$ cat config.mk
export PLATFORM = sky130hd
export DESIGN_NAME = clk_src_sel_reg
export DESIGN_NICKNAME = d
export VERILOG_FILES = /design/src/rtl/ccs_pkg.sv /design/src/rtl/ccs_wr_perm.sv /design/src/rtl/ccs_flag_track.sv /design/src/rtl/ccs_field_reg.sv /design/src/rtl/clk_src_sel_reg.sv
export SDC_FILE = /design/constraint.sdc
export NUM_CORES = 1
export LEC_CHECK = 0
export BUFFER_PORTS_ARGS = -buffer_cell sky130_fd_sc_hd__buf_2
export CAP_MARGIN = 20
export CORE_MARGIN = 2
export CORE_UTILIZATION = 35
export CTS_CLUSTER_SIZE = 30
export DETAILED_ROUTE_END_ITERATION = 8
export PLACE_DENSITY = 0.77
export SYNTH_ARGS = -nofsm -noshare
export SYNTH_HDL_FRONTEND = slang
export SYNTH_SLANG_ARGS = --single-unit
$ cat constraint.sdc
create_clock -name clk -period 1.27 [get_ports clk]
set_input_delay 0.0635 -clock clk [delete_from_list [all_inputs] [get_ports clk]]
set_output_delay 0.0635 -clock clk [all_outputs]
set_load 0.01 [all_outputs]
$ cat src/rtl/ccs_pkg.sv
package ccs_pkg;
  localparam int REG_W = 8;
  localparam int B_CORE_PLL   = 7;
  localparam int B_PLL_KEEP   = 6;
  localparam int B_WDOG_HALT  = 5;
  localparam int B_WDOG_HI    = 4;
  localparam int B_TICK_RUN   = 3;
  localparam int B_WDOG_RUN   = 2;
  localparam int B_TICK_SRC   = 1;
  localparam int B_WDOG_LO    = 0;
  localparam logic [REG_W-1:0] RST_VALUE = 8'h80;
  localparam logic [REG_W-1:0] FREE_MASK = (8'h1 << B_CORE_PLL) | (8'h1 << B_PLL_KEEP) |
                                           (8'h1 << B_TICK_RUN) | (8'h1 << B_WDOG_RUN) |
                                           (8'h1 << B_TICK_SRC);
  localparam logic [REG_W-1:0] ONCE_MASK = (8'h1 << B_WDOG_HALT) | (8'h1 << B_WDOG_HI) |
                                           (8'h1 << B_WDOG_LO);
  localparam logic [REG_W-1:0] HWCLR_MASK = 8'h1 << B_WDOG_LO;
endpackage

$ cat src/rtl/ccs_wr_perm.sv
module ccs_wr_perm #(
  parameter int W = 8,
  parameter logic [W-1:0] FREE = '0,
  parameter logic [W-1:0] ONCE = '0,
  parameter int REARM_BIT = 0
) (
  input  logic         wr_hit,
  input  logic         special,
  input  logic         locked,
  input  logic         rearm,
  input  logic         rearm_data,
  output logic [W-1:0] mask
);
  localparam logic [W-1:0] REARM_VEC = {{(W-1){1'b0}}, 1'b1} << REARM_BIT;

  logic [W-1:0] normal_mask;

  always_comb begin
    normal_mask = FREE;
    if (!locked) normal_mask = normal_mask | ONCE;
    if (locked && rearm && rearm_data) normal_mask = normal_mask | REARM_VEC;
  end

  always_comb begin
    if (!wr_hit)      mask = '0;
    else if (special) mask = '1;
    else              mask = normal_mask;
  end
endmodule

$ cat src/rtl/ccs_flag_track.sv
module ccs_flag_track (
  input  logic clk,
  input  logic rst_n,
  input  logic lock_pulse,
  input  logic hw_clr_evt,
  input  logic rearm_use,
  output logic lock_q,
  output logic rearm_q
);
  always_ff @(posedge clk) begin
    if (!rst_n) begin
      lock_q  <= 1'b0;
      rearm_q <= 1'b0;
    end else begin
      if (lock_pulse) lock_q <= 1'b1;
      if (hw_clr_evt)     rearm_q <= 1'b1;
      else if (rearm_use) rearm_q <= 1'b0;
    end
  end

  p_lock_sticky_r7: assert property (@(posedge clk) disable iff (!rst_n)
    lock_q |=> lock_q);
  p_rearm_armed_r9: assert property (@(posedge clk) disable iff (!rst_n)
    hw_clr_evt |=> rearm_q);
  p_rearm_used_r9: assert property (@(posedge clk) disable iff (!rst_n)
    (rearm_q && rearm_use && !hw_clr_evt) |=> !rearm_q);
endmodule

$ cat src/rtl/ccs_field_reg.sv
module ccs_field_reg #(
  parameter int W = 8,
  parameter logic [W-1:0] RST_VAL = '0,
  parameter logic [W-1:0] CLR_MASK = '0
) (
  input  logic         clk,
  input  logic         rst_n,
  input  logic [W-1:0] wr_mask,
  input  logic [W-1:0] wdata,
  input  logic         clr_req,
  output logic [W-1:0] q
);
  for (genvar i = 0; i < W; i++) begin : g_bit
    if (CLR_MASK[i]) begin : g_clr
      always_ff @(posedge clk) begin
        if (!rst_n)          q[i] <= RST_VAL[i];
        else if (clr_req)    q[i] <= 1'b0;
        else if (wr_mask[i]) q[i] <= wdata[i];
      end
    end else begin : g_plain
      always_ff @(posedge clk) begin
        if (!rst_n)          q[i] <= RST_VAL[i];
        else if (wr_mask[i]) q[i] <= wdata[i];
      end
    end
  end
endmodule

$ cat src/rtl/clk_src_sel_reg.sv
module clk_src_sel_reg
  import ccs_pkg::*;
#(
  parameter int ADDR_W = 8,
  parameter logic [ADDR_W-1:0] REG_ADDR = 'h12
) (
  input  logic              clk,
  input  logic              rst_n,
  input  logic              bus_we,
  input  logic [ADDR_W-1:0] bus_addr,
  input  logic [REG_W-1:0]  bus_wdata,
  output logic [REG_W-1:0]  rd_data,
  input  logic              prot_on,
  input  logic              special_mode,
  input  logic              wdog_cfg_first_wr,
  input  logic              osc_valid,
  output logic              sel_core_pll,
  output logic              stop_pll_keep,
  output logic              stop_wdog_halt,
  output logic              wdog_src_hi,
  output logic              stop_tick_run,
  output logic              stop_wdog_run,
  output logic              tick_src_osc,
  output logic              wdog_src_lo
);
  logic             wr_hit;
  logic [REG_W-1:0] wr_mask;
  logic [REG_W-1:0] reg_q;
  logic             lock_q, rearm_q;
  logic             hw_clr_evt, rearm_use;

  assign wr_hit     = bus_we && (bus_addr == REG_ADDR) && !prot_on;
  assign hw_clr_evt = !osc_valid && reg_q[B_WDOG_LO];
  assign rearm_use  = osc_valid && wr_mask[B_WDOG_LO] && bus_wdata[B_WDOG_LO];

  ccs_wr_perm #(.W(REG_W), .FREE(FREE_MASK), .ONCE(ONCE_MASK), .REARM_BIT(B_WDOG_LO)) perm_i (
    .wr_hit(wr_hit), .special(special_mode), .locked(lock_q), .rearm(rearm_q),
    .rearm_data(bus_wdata[B_WDOG_LO]), .mask(wr_mask));

  ccs_flag_track flags_i (
    .clk(clk), .rst_n(rst_n), .lock_pulse(wdog_cfg_first_wr), .hw_clr_evt(hw_clr_evt),
    .rearm_use(rearm_use), .lock_q(lock_q), .rearm_q(rearm_q));

  ccs_field_reg #(.W(REG_W), .RST_VAL(RST_VALUE), .CLR_MASK(HWCLR_MASK)) store_i (
    .clk(clk), .rst_n(rst_n), .wr_mask(wr_mask), .wdata(bus_wdata),
    .clr_req(!osc_valid), .q(reg_q));

  assign rd_data        = reg_q;
  assign sel_core_pll   = reg_q[B_CORE_PLL];
  assign stop_pll_keep  = reg_q[B_PLL_KEEP];
  assign stop_wdog_halt = reg_q[B_WDOG_HALT];
  assign wdog_src_hi    = reg_q[B_WDOG_HI];
  assign stop_tick_run  = reg_q[B_TICK_RUN];
  assign stop_wdog_run  = reg_q[B_WDOG_RUN];
  assign tick_src_osc   = reg_q[B_TICK_SRC];
  assign wdog_src_lo    = reg_q[B_WDOG_LO];

  p_prot_blocks_r3: assert property (@(posedge clk) disable iff (!rst_n)
    (prot_on && osc_valid) |=> rd_data == $past(rd_data));
  p_hw_clear_r8: assert property (@(posedge clk) disable iff (!rst_n)
    !osc_valid |=> !rd_data[B_WDOG_LO]);
  p_hi_kept_r8: assert property (@(posedge clk) disable iff (!rst_n)
    (!osc_valid && !wr_hit) |=> rd_data[B_WDOG_HI] == $past(rd_data[B_WDOG_HI]));
  p_locked_hold_r7: assert property (@(posedge clk) disable iff (!rst_n)
    (wr_hit && !special_mode && lock_q && !rearm_q && osc_valid) |=>
      (rd_data & ONCE_MASK) == ($past(rd_data) & ONCE_MASK));
  p_free_update_r6: assert property (@(posedge clk) disable iff (!rst_n)
    wr_hit |=> (rd_data & FREE_MASK) == ($past(bus_wdata) & FREE_MASK));
endmodule

==> reports/metrics.csv, run 1 <==
stage,metric,value,unit
yosys,syn_inst,57,
global_routing,gr-total-overflow,0,
global_routing,antenna_found_initial,0,
sta,setup_viol,0,
floorplanning,core,1470,µm²
layout,nets,115,
drt,vias,512,
floorplanning,die_w,43.4,µm
worst_setup_path,end_kind,flop,
sta,holdWs,40.5,ps
layout,fillers,157,
layout,layout-drive-gt1-share,52.7,%
yosys,synth_most_common_cell,nand2_1,
global_routing,grt_pass1_wl,1790,µm
sta,period_needed,1130,ps
cts,cts-buffers-inserted,3,
drt,viasPerCell,4.79,
drt,drtIter0Drc,3,
power,peakVddDrop,0.000552,V
outcome,outcome,"complete, no violations",
yosys,yosys.area.top_type,dfxtp_1,
cts,insertion_delay,260,ps
worst_setup_path,crit_arrival,1310,ps
drt,wirelength,1080,µm
sta,fin_skew,1.57,ps
yosys,ys_warn_count,0,
yosys,synth_nets,80,
worst_hold_path,min_path_type,in -> reg,
global_routing,track_usage,12.9,%
floorplanning,initial_core_util,36.9,%
place,dp_hpwl,885,µm
sta,worst_pin_slew,365,ps
worst_setup_path,cp-start-kind,flop,
floorplanning,dieArea,1880,µm²
yosys,synthArstFlopShare,0,%
yosys,synth_edf_count,0,
sta,rsz0062_at_grt,no,
cts,clkSinkCount,10,
cts,cts_buffer_depth,2,
layout,synthToLayoutAreaGrowth,38.5,%
floorplanning,die_y,43.4,µm
cts,cts_tree,done,
yosys,synth.area.top_cells,"dfxtp_1 37%, mux2i_1 15%, buf_4 11%, nand2_1 9.7%, or4b_4 5.1%",
sta,slew_headroom,75.6,%
layout,finalInstanceArea,752,µm²
drt,wl_per_cell,10.1,µm
yosys,ys_seq_area_share,36.9,%
yosys,synth_top_cells_by_count,"14 x nand2_1, 10 x dfxtp_1, 8 x buf_4, 8 x mux2i_1, 4 x nor2b_1",
sta,finalHoldViolCount,0,
yosys,synth_ff_type,dfxtp_1,
sta,period_share,88.7,%
yosys,synth_area,543,µm²
drt,drc,0,
cts,cts-root-buf,clkbuf_4,
worst_setup_path,crit_required,1460,ps
job,maxCapViolations,0,
floorplanning,ios,39,
global_routing,grt_max_degree,19,
cts,path_clk_slew,60,ps
worst_setup_path,slowest_stage,a2111oi_2,
worst_setup_path,cp_cell_sequence,"nor2b_1, a2111oi_2, mux2i_1",
layout,finalCoreUtilization,51.1,%
sta,maxSlewViolCount,0,
drt,drt_first_pass_iters,4,
yosys,avgSynthCellArea,9.53,µm²
yosys,ys_seq_elements,10,
cts,htreeDepth,1,
place,place_area,706,µm²
worst_setup_path,crit_type,reg -> reg,
yosys,synth_top_area_share,36.9,%
power,power.density,882,nW/µm²
floorplanning,core.rowCount,14,
power,p_leak,0.355,nW
cts,cts.repair.resized,0,
layout,diodes,0,
drt,drtAntennaViolNets,0,
global_routing,grt_pass1_vias,448,
place,place.gp.congestion,0.647,
worst_setup_path,cp_max_fo,3,
worst_setup_path,cp_slowest_stage_delay,340,ps
yosys,yosysUniqueCellTypes,15,
sta,fmax,0.888,GHz
place,port_buffers,38,
-- stage by stage --
| stage | power (mW) | setup slack (ps) | setup TNS, ps | instances |
|---|---|---|---|---|
| floorplan | 0.354 | 22.4 | 0 | 57 |
| global placement | 0.388 | -83.9 | -647 | 102 |
| detailed placement | 0.390 | -124 | -805 | 102 |
| CTS | 0.675 | 118 | 0 | 107 |
| global route | 0.700 | 88.9 | 0 | 107 |
| finish | 0.663 | 144 | 0 | 107 |
-- layer usage --
layer,global-route usage (%),share of wire (%),up-vias
li1,-,-,257
met1,12.6,39,231
met2,23.0,51,24
met3,6.25,11,0
met4,5.45,0,0
met5,0,0,-
-- registers in the layout (all words and copies together) (netlist names) --
name,cells
flags_i.rearm_q,1
store_i.q,8
flags_i.lock_q,1
-- final timing paths --
check	startpoint	end	slack, ps	cells past startpoint
hold reg to reg	flags_i.lock_q$_SDFFE_PN0P_	flags_i.lock_q$_SDFFE_PN0P_	460	1
hold / removal	bus_wdata[0]	flags_i.rearm_q$_SDFFE_PN0P_	40	2
setup reg to reg	flags_i.lock_q$_SDFFE_PN0P_	store_i.q[0]$_SDFFE_PN0P_	140	3
setup / recovery	flags_i.lock_q$_SDFFE_PN0P_	store_i.q[0]$_SDFFE_PN0P_	140	3
-- report_power, final --
group	internal (mW)	total, mW	switching (mW)
Sequential	0.316	0.317	0.000936
Clock	0.174	0.279	0.105
Combinational	0.0369	0.0675	0.0306
Total	0.527	0.663	0.136
-- layout by cell type (no fill, tap or decap) --
cell / count
buf_2: 38
a41oi_1: 1
o21ai_0: 1
nand2_1: 14
dfxtp_1: 10
nor2b_1: 4
nor4_4: 1
buf_12: 1
clkbuf_8: 1
clkbuf_4: 3
a2111oi_2: 1
mux2i_1: 8
dlygate4sd3_1: 1
nand2b_1: 1
nand3_1: 2
nor3_4: 1
or4b_4: 2
o21a_1: 1
-- what timing repair did --
item / CTS / global route
endpoints found under the hold margin: 1 / 0
setup buffers: 0 / 0
hold buffers: 1 / 0
-- critical path: cells and delay by family, from the launching register on --
family | cells | cell delay (ps)
compound gates | 1 | 340
flops | 1 | 310
mux | 1 | 230
simple gates | 1 | 180
-- cell type report --
cell class              count  area (µm²)  share of cell area (%)
clock buffers               4        36.3                    4.83
multi-input cells          37         275                    36.6
flip-flops and latches     10         200                    26.6
well taps                  16        20.0                    2.66
repair buffers             40         220                    29.3
-- kinds of logic after synthesis --
group           after synthesis  share of synthesized area [%]
flops                        10                           36.9
buf+inv                      10                           12.4
mux                           8                           14.7
compound gates                4                           6.68
simple gates                 25                           29.3
Power figures use the tool's default switching activity.
==> run 2: changes to the inputs <==
--- a/config.mk
+++ b/config.mk
@@ -8,10 +8,10 @@
 export BUFFER_PORTS_ARGS = -buffer_cell sky130_fd_sc_hd__buf_2
 export CAP_MARGIN = 20
 export CORE_MARGIN = 2
-export CORE_UTILIZATION = 35
+export CORE_UTILIZATION = 38
 export CTS_CLUSTER_SIZE = 30
 export DETAILED_ROUTE_END_ITERATION = 8
-export PLACE_DENSITY = 0.77
+export PLACE_DENSITY = 0.8
 export SYNTH_ARGS = -nofsm -noshare
 export SYNTH_HDL_FRONTEND = slang
 export SYNTH_SLANG_ARGS = --single-unit
==> constraint.sdc (replaced) <==
create_clock -name clk -period 1.2 [get_ports clk]
set_input_delay 0.06 -clock clk [delete_from_list [all_inputs] [get_ports clk]]
set_output_delay 0.06 -clock clk [all_outputs]
set_load 0.01 [all_outputs]
==> run 2 against run 1 <==
Net effect:
- die area fell by 7.2%
- critical path depth rose by 2
- hold slack got worse by 9.0 ps
- sequential power is 6% higher
- via count fell by 2.0%
- first-iteration DRC count rose to 2.7 times the previous value
- combinational power up 11%
- cell count shrank 0.93%
- setup slack got worse by 80 ps
- utilization grew 7.0 points
- clock skew up 8.4 ps
- critical path type is now in -> reg
- largest cell class unchanged
==> reports/metrics.csv, run 2 (same netlist as run 1, synthesis figures left out) <==
stage,metric,value,unit,change
layout,layout-drive-gt1-share,53.8,%,+1.1 points
worst_setup_path,crit_arrival,1320,ps,about the same
global_routing,antenna_found_initial,0,,unchanged
worst_setup_path,slowest_stage,or4b_4,,
global_routing,grt_pass1_wl,1770,µm,-1.2%
worst_setup_path,cp_max_fo,5,,+2
worst_setup_path,end_kind,flop,,
layout,nets,115,,unchanged
drt,drc,0,,unchanged
sta,period_needed,1140,ps,
floorplanning,initial_core_util,41.2,%,+4.3 points
cts,cts-root-buf,clkbuf_4,,
worst_setup_path,crit_type,in -> reg,,
drt,drtIter0Drc,8,,+5
floorplanning,ios,39,,unchanged
power,p_total,0.709,mW,+7.0%
cts,cts-buffers-inserted,3,,unchanged
floorplanning,dieArea,1750,µm²,-7.2%
cts,clkSinkCount,10,,unchanged
sta,rsz0062_at_grt,no,,
cts,cts_tree,done,,
layout,final_cells,106,,-0.93%
power,power.density,926,nW/µm²,+5.1%
cts,htreeDepth,1,,unchanged
sta,fin_skew,10.0,ps,+8.44 ps
layout,fillers,119,,-24%
layout,final_cell_mix,"38 x buf_2, 14 x nand2_1, 10 x dfxtp_1",,
worst_hold_path,min_path_type,in -> reg,,
drt,drt_first_pass_iters,4,,unchanged
worst_setup_path,cp_slowest_stage_delay,580,ps,+240 ps
global_routing,grt_max_degree,19,,unchanged
outcome,outcome,"complete, no violations",,
floorplanning,core.rowCount,13,,-1
floorplanning,die_w,41.8,µm,-3.7%
sta,maxSlewViolCount,0,,unchanged
worst_setup_path,cp_cell_sequence,"buf_2, or4b_4, nor3_4, buf_12, mux2i_1",,
drt,drtAntennaViolNets,0,,unchanged
drt,wl_per_cell,10.0,µm,-1.1%
sta,finalHoldViolCount,0,,unchanged
layout,final_common_cell,buf_2,,
layout,diodes,0,,unchanged
drt,viasPerCell,4.74,,-1.0%
sta,final.setup.tns,0,ps,unchanged
place,port_buffers,38,,unchanged
place,placedCellCount,101,,-0.98%
cts,path_clk_slew,70,ps,about the same
layout,synthToLayoutAreaGrowth,41.0,%,
cts,cts_setup_buffers,0,,unchanged
sta,worst_pin_slew,309,ps,-55.9 ps
sta,fmax,0.880,GHz,
power,p_leak,0.356,nW,+0.22%
sta,period_share,94.7,%,
place,place.gp.congestion,0.683,,+5.5%
job,maxCapViolations,0,,unchanged
layout,largestRegisters,"store_i.q (8), flags_i.lock_q (1), flags_i.rearm_q (1)",,
drt,vias,502,,-2.0%
cts,insertion_delay,270,ps,about the same
worst_setup_path,cp-start-kind,input port,,
drt,wirelength,1060,µm,-2.0%
power,peakVddDrop,0.000890,V,+61%
layout,multi_input_area,290,µm²,+5.5%
layout,regMostFlops,store_i.q,,
floorplanning,die_y,41.8,µm,-3.7%
worst_setup_path,crit_required,1380,ps,-80 ps
place,dp_hpwl,868,µm,-1.9%
cts,cts_buffer_depth,2,,unchanged
global_routing,grt_pass1_vias,454,,+1.3%
global_routing,gr-total-overflow,0,,unchanged
layout,largest_register_ffs,8,,unchanged
global_routing,track_usage,13.1,%,+0.17 points
sta,setup_viol,0,,unchanged
worst_setup_path,critPathBufInv,2,,+2
worst_setup_path,crit_family,simple AND/OR/NAND/NOR gates,,
layout,ff_latch_area,200,µm²,unchanged
sta,slew_headroom,79.4,%,+3.8 points
floorplanning,core,1320,µm²,-10%
[run 2: power by group]
group / switching [mW] / leakage [nW] / internal (mW) / total, mW
Combinational: 0.0348 / 0.254 / 0.0400 / 0.0747
Sequential: 0.00128 / 0.0809 / 0.334 / 0.336
Clock: 0.115 / 0.0210 / 0.184 / 0.299
[run 2: worst paths after layout]
path / startpoint / endpoint / slack (ps) / depth (start not counted)
min reg2reg: store_i.q[1]$_SDFFE_PN0P_ / store_i.q[1]$_SDFFE_PN0P_ / 470 / 2
max: bus_addr[7] / store_i.q[6]$_SDFFE_PN0P_ / 60 / 5
max reg2reg: flags_i.lock_q$_SDFFE_PN0P_ / store_i.q[0]$_SDFFE_PN0P_ / 60 / 3
min: bus_wdata[5] / store_i.q[5]$_SDFFE_PN0P_ / 30 / 3
[run 2: timing repair]
action / 4_1_cts / 5_1_grt
hold endpoints to repair: 1 / 0
setup endpoints to repair: 0 / 1
hold buffers: 1 / 0
resized for setup: 0 / 2
[run 2: metal layers]
metal	global-route usage [%]	vias up	wire length [µm]
met1	14.9	219	453
met5	0	-	0
met2	21.3	25	515
li1	-	256	-
met3	5.22	2	88
met4	5.81	0	5
[run 2: worst reg2reg max path: cells and delay by family, from the launching register on]
family / cells / cell delay, ps
flops: 1 / 310
simple gates: 1 / 190
compound gates: 1 / 380
mux: 1 / 200
[run 2: layout make-up]
cell class                 count  share of cell area (%)
timing repair buffer          40                    28.8
tap                           15                    2.45
sequential                    10                    26.1
clock buffer                   4                    4.74
multi-input combinational     37                    37.9
[run 2: stage by stage]
step	hold slack (ps)	utilization (%)	worst slack [ps]	area, µm²
floorplan	170	-	-42.3	543
global placement	257	53.5	-176	704
detailed placement	266	53.5	-206	704
CTS	29.6	57.0	62.3	751
global route	43.7	58.1	4.69	766
finish	31.5	58.1	63.7	766
